===== config.mk =====
export PLATFORM = sky130hd
export DESIGN_NAME = octal_debounce_serializer
export DESIGN_NICKNAME = d
export VERILOG_FILES = /design/src/rtl/odsr_pkg.sv /design/src/rtl/odsr_sync.sv /design/src/rtl/odsr_debounce.sv /design/src/rtl/odsr_shift.sv /design/src/rtl/octal_debounce_serializer.sv
export SDC_FILE = /design/constraint.sdc
export NUM_CORES = 1
export LEC_CHECK = 0
export ABC_AREA = 1
export CORE_MARGIN = 5
export CORE_UTILIZATION = 40
export CTS_CLUSTER_DIAMETER = 60
export DETAILED_ROUTE_END_ITERATION = 6
export DONT_BUFFER_PORTS = 1
export GPL_TIMING_DRIVEN = 0
export PLACE_DENSITY = 0.6
export SYNTH_ARGS = -nofsm -noshare
export SYNTH_HDL_FRONTEND = slang
export SYNTH_SLANG_ARGS = --single-unit
export TNS_END_PERCENT = 50

===== constraint.sdc =====
create_clock -name clk -period 2.2 [get_ports clk]
set_clock_uncertainty 0.2 [all_clocks]
set_input_delay 0.66 -clock clk [delete_from_list [all_inputs] [get_ports clk]]
set_output_delay 0.66 -clock clk [all_outputs]
set_load 0.05 [all_outputs]

===== src/rtl/odsr_pkg.sv =====
package odsr_pkg;

  typedef enum logic [1:0] {
    DWELL_LONG_A = 2'b00,
    DWELL_LONG_B = 2'b01,
    DWELL_SHORT  = 2'b10,
    DWELL_OFF    = 2'b11
  } dwell_sel_e;

  // Dwell length in system clocks for a select code; ticks = clocks per ms.
  function automatic int unsigned dwell_cycles(input logic [1:0] sel,
                                               input int unsigned ticks);
    case (dwell_sel_e'(sel))
      DWELL_OFF:   return 0;
      DWELL_SHORT: return ticks;
      default:     return 3 * ticks;
    endcase
  endfunction

endpackage


===== src/rtl/odsr_sync.sv =====
module odsr_sync #(
  parameter int            W       = 4,
  parameter int            STAGES  = 2,
  parameter logic [W-1:0]  RST_VAL = '0
) (
  input  logic         clk,
  input  logic         rst_n,
  input  logic [W-1:0] d,
  output logic [W-1:0] q
);
  logic [W-1:0] pipe [STAGES];

  always_ff @(posedge clk or negedge rst_n) begin
    if (!rst_n) begin
      for (int i = 0; i < STAGES; i++) pipe[i] <= RST_VAL;
    end else begin
      pipe[0] <= d;
      for (int i = 1; i < STAGES; i++) pipe[i] <= pipe[i-1];
    end
  end

  assign q = pipe[STAGES-1];
endmodule


===== src/rtl/odsr_debounce.sv =====
module odsr_debounce #(
  parameter int CW = 8
) (
  input  logic          clk,
  input  logic          rst_n,
  input  logic          din,
  input  logic          bypass,
  input  logic [CW-1:0] dwell,
  output logic          q
);
  logic [CW-1:0] cnt;
  logic          differs, expired;

  assign differs = (din != q);
  assign expired = (cnt >= dwell - CW'(1));

  always_ff @(posedge clk or negedge rst_n) begin
    if (!rst_n) begin
      q   <= 1'b0;
      cnt <= '0;
    end else if (bypass) begin
      q   <= din;
      cnt <= '0;
    end else if (!differs) begin
      cnt <= '0;
    end else if (expired) begin
      q   <= din;
      cnt <= '0;
    end else begin
      cnt <= cnt + CW'(1);
    end
  end
endmodule


===== src/rtl/odsr_shift.sv =====
module odsr_shift #(
  parameter int N = 8
) (
  input  logic         clk,
  input  logic         rst_n,
  input  logic         load,
  input  logic         step,
  input  logic         ser_in,
  input  logic [N-1:0] par_in,
  output logic [N-1:0] q
);
  always_ff @(posedge clk or negedge rst_n) begin
    if (!rst_n)    q <= '0;
    else if (load) q <= par_in;
    else if (step) q <= {q[N-2:0], ser_in};
  end
endmodule


===== src/rtl/octal_debounce_serializer.sv =====
module octal_debounce_serializer #(
  parameter int CHANNELS    = 8,
  parameter int CLK_HZ      = 50_000_000,
  parameter int SYNC_STAGES = 2
) (
  input  logic                clk,
  input  logic                rst_n,
  input  logic [CHANNELS-1:0] raw_in,
  input  logic [1:0]          dbsel,
  input  logic                ld_n,
  input  logic                ce_n,
  input  logic                sclk,
  input  logic                sin,
  output logic                sout
);
  localparam int TICKS     = CLK_HZ / 1000;
  localparam int MAX_DWELL = 3 * TICKS;
  localparam int CW        = $clog2(MAX_DWELL + 1);
  localparam int SW        = CHANNELS + 4;
  localparam logic [SW-1:0] SYNC_RST = {{CHANNELS{1'b0}}, 4'b1100};

  logic [SW-1:0]       sync_out;
  logic [CHANNELS-1:0] sync_vec;
  logic                ld_q, ce_q, sclk_q, sin_q, sclk_prev;

  odsr_sync #(.W(SW), .STAGES(SYNC_STAGES), .RST_VAL(SYNC_RST)) u_sync (
    .clk (clk),
    .rst_n (rst_n),
    .d   ({raw_in, ld_n, ce_n, sclk, sin}),
    .q   (sync_out)
  );

  assign {sync_vec, ld_q, ce_q, sclk_q, sin_q} = sync_out;

  always_ff @(posedge clk or negedge rst_n) begin
    if (!rst_n) sclk_prev <= 1'b0;
    else        sclk_prev <= sclk_q;
  end

  // Named events for the checker.
  logic ld_active, shift_evt;
  assign ld_active = ~ld_q;
  assign shift_evt = sclk_q & ~sclk_prev & ~ce_q;

  logic [CW-1:0] dwell;
  logic          bypass;
  assign dwell  = CW'(odsr_pkg::dwell_cycles(dbsel, TICKS));
  assign bypass = (dwell == '0);

  logic [CHANNELS-1:0] filt_vec;
  for (genvar g = 0; g < CHANNELS; g++) begin : g_chan
    odsr_debounce #(.CW(CW)) u_deb (
      .clk    (clk),
      .rst_n  (rst_n),
      .din    (sync_vec[g]),
      .bypass (bypass),
      .dwell  (dwell),
      .q      (filt_vec[g])
    );
  end

  logic [CHANNELS-1:0] shreg_q;
  odsr_shift #(.N(CHANNELS)) u_shift (
    .clk    (clk),
    .rst_n  (rst_n),
    .load   (ld_active),
    .step   (shift_evt),
    .ser_in (sin_q),
    .par_in (filt_vec),
    .q      (shreg_q)
  );

  assign sout = shreg_q[CHANNELS-1];
endmodule


==> results of run 1 <==
-- cell families after synthesis --
logic type	Yosys count	share of synthesized area
AND/OR/NAND/NOR	854	0.3107
buffers and inverters	175	0.06201
multiplexers	1	0.0009722
adder cells (fa/ha/maj)	112	0.1210
AO/OA/AOI/OAI	76	0.04213
other	1	0.0003238
flip-flops	185	0.4001
XOR/XNOR	83	0.06276
-- cell type report --
cell class,instances,share of cell area
Multi-Input combinational cell,1144,0.4976
Timing Repair Buffer,39,0.03253
Sequential cell,185,0.3404
Clock inverter,12,0.006801
Buffer,11,0.008363
Tap cell,384,0.03529
Clock buffer,20,0.03354
Inverter,164,0.04549
-- per-layer routing --
metal | wire length [um] | part of all wire
met4 | 389 | 0.015
met2 | 12080 | 0.48
met3 | 509 | 0.020
met5 | 0 | 0
met1 | 12150 | 0.48
-- metrics by stage --
stage / instance area (um2) / hold WS, ns / setup slack, ns
finish: 13610 / -0.2774 / -0.06999
global route: 13610 / -0.3090 / -0.1485
CTS: 12920 / -0.3072 / -0.009645
detailed placement: 12130 / 0.1373 / -1.929
global placement: 12130 / 0.1345 / -1.858
floorplan: 11650 / 0.1312 / -0.5858
-- worst min path at each step --
stage,end,cells past startpoint,slack (ns)
after floorplan,u_sync.q[0],0,0.13
after global placement,u_sync.q[4],0,0.13
after detailed placement,u_sync.q[11],0,0.14
after CTS,g_chan[5].u_deb.cnt[11],0,-0.31
after global routing,g_chan[5].u_deb.cnt[11],0,-0.31
final,g_chan[5].u_deb.cnt[7],0,-0.28
-- report_power, final --
| group | leakage, nW | switching, W | internal, W | total (W) |
|---|---|---|---|---|
| clock network | 0.265 | 0.00141 | 0.00152 | 0.00293 |
| registers | 2.48 | 0.000128 | 0.00353 | 0.00366 |
| logic | 3.35 | 0.000485 | 0.000377 | 0.000862 |
| total | 6.09 | 0.00202 | 0.00543 | 0.00745 |
-- worst max-delay path, stage by stage --
cell	delay [ns]
clkinvlp_4	0.11
buf_12	0.17
nor2_4	0.18
buf_8	0.18
buf_6	0.11
ha_4	0.19
nand2_2	0.05
nand2_1	0.04
nand2_1	0.07
nand2_2	0.07
a21oi_4	0.18
nand3_4	0.14
clkbuf_16	0.20
nor2_2	0.07
-- state kept, by name (all words and copies together) (netlist names) --
name,cells
g_chan.u_deb.q,8
sclk_prev,1
g_chan.u_deb.cnt,144
u_sync.q,12
u_shift.q,8
u_sync.pipe,12
-- layout by cell type (no fill, tap or decap), types with 3 or more instances in the layout --
cell type,instances
nand3_4,8
o211ai_1,6
buf_4,23
nor3_1,38
nand2_1,376
clkinv_2,3
buf_6,9
buf_12,5
clkbuf_1,3
nand4_1,15
xor2_1,54
xnor2_1,29
nor3_2,7
nor2_1,233
clkinvlp_4,4
ha_4,10
dfstp_2,4
o21ai_0,20
inv_1,163
ha_1,102
buf_8,5
nor2_2,23
o21bai_1,15
conb_1,16
nand3_2,4
clkbuf_16,20
dfrtp_1,181
a21oi_4,4
nand3_1,104
a21oi_1,24
nand2_2,16
clkinv_4,3
nor2_4,31
-- what timing repair did --
item | CTS | global route
setup endpoints to repair | 152 | 124
hold endpoints to repair | 186 | 184
pin swaps | 6 | 23
setup buffers | 14 | 20
cloned | 1 | 4
gates resized for setup | 20 | 103
hold buffers | 1 | 1
==> metrics, run 1 <==
status finished with violations; failing checks hold timing, setup timing; fillers 2,772; Cells after Synth 1,487; RSZ-0062 raised after global routing true; core area 0.02863 mm2; Layout Nets 1,690; placed insts 1,886; Setup TNS Final -1.142 ns; syn_area_per_cell 7.789 um2; Top FF cell, synth dfrtp_1; final-report setup violation count 28; GR Overflow Total 0; RR Endpoint g_chan[2].u_deb.cnt[14]; initial antenna violation count 0; I/O Pins 17; maxcap violations 0; CTS clk-pin slew, worst paths 0.07 ns; Hold WS -0.2774 ns; Worst slew margin 0.5707; Num CTS Buffers 17; Worst setup startpoint dbsel[1]; Post-synth EDFFs 0; Yosys warnings 0; fin worst setup slack -0.06999 ns; Root Driver clkbuf_16; insertion delay to the later sink of the worst-skew pair 0.44 ns; Die Span Y 180.2 um; htree depth 4; layout cells sized above 1 0.1206; CTS tree done; pwr/cell area 546.9 mW/mm2; final core occ 0.4756; vias in the first global route 8,958; R2R depth 9; Die W 180.2 um; async set-reset flop share out of synthesis 1.000; met2 Use GR 0.2600; GRT Util Overall 0.1549; Worst Setup Start Kind input pin; ANT cells 0; Post-route DRC 0; WL final 25.13 mm; area of the multi-input gates 0.006774 mm2; WS Path Type input pin to flip-flop; library cells used by synthesis 29; worst path required time 2.36 ns; via count 9,336; Worst VDD drop 0.5099 mV; DP HPWL 16.89 mm; GP Congestion 0.8384; FP Rows 62; layer with the highest usage met2; Final period util 1.032; Reg2Reg Launch Point g_chan[2].u_deb.cnt[17]; leakage 6.094 nW; Post-Syn Area 0.01158 mm2; register area share after synthesis 0.4001; Power Total 0.007446 W; initial drt markers 539; Final min period 2.270 ns; Seq cells post-synth 185; GR Util met3 0.02402; Hold Path Class input pin to asynchronous set/reset pin; CTS sink count 185; Max Fclk 440.5 MHz; Pre-antenna DRT Iters 5; register area 0.004634 mm2; critical path arrival 2.43 ns; Avg WL per Cell 12.83 um; Die ar. 0.03246 mm2; CTS max path bufs 2; Worst-Margin Slew 0.6390 ns; Area Overhead vs Synth 17.54%; CP endpoint kind flip-flop; Via density 4.766; most common cell in the netlist nand2_1; global-route wire length before repair 42.47 mm; most frequent cells after synthesis 391 x nand2_1, 278 x nor2_1, 181 x dfrtp_1, 164 x inv_1, 112 x ha_1; grt met1 use 0.2070; Starting Density 0.4046; leading area contributor after synthesis dfrtp_1; post-detailed-route count of antenna-violating nets 0; FF-to-FF setup slack 0.16 ns; Final Max Slew Viols 0; port bufs 0; Area contributors post-synth dfrtp_1 39%, nand2_1 13%, ha_1 12%; maximum number of pins on one net before global-route repair 186; top cell type's share of synthesized area 0.3911; Final Hold Fails 182; worst setup path end g_chan[4].u_deb.cnt[8]; Layout Cells excl Fill 1,959; crit path max fanout 6
No activity file was read; power rests on OpenSTA's default activity.
==> inputs of run 2 (changes only) <==
- RECOVER_POWER: not set -> 50
==> results of run 2 <==
The final DEF is identical to that of run 1; final timing and power are the same.
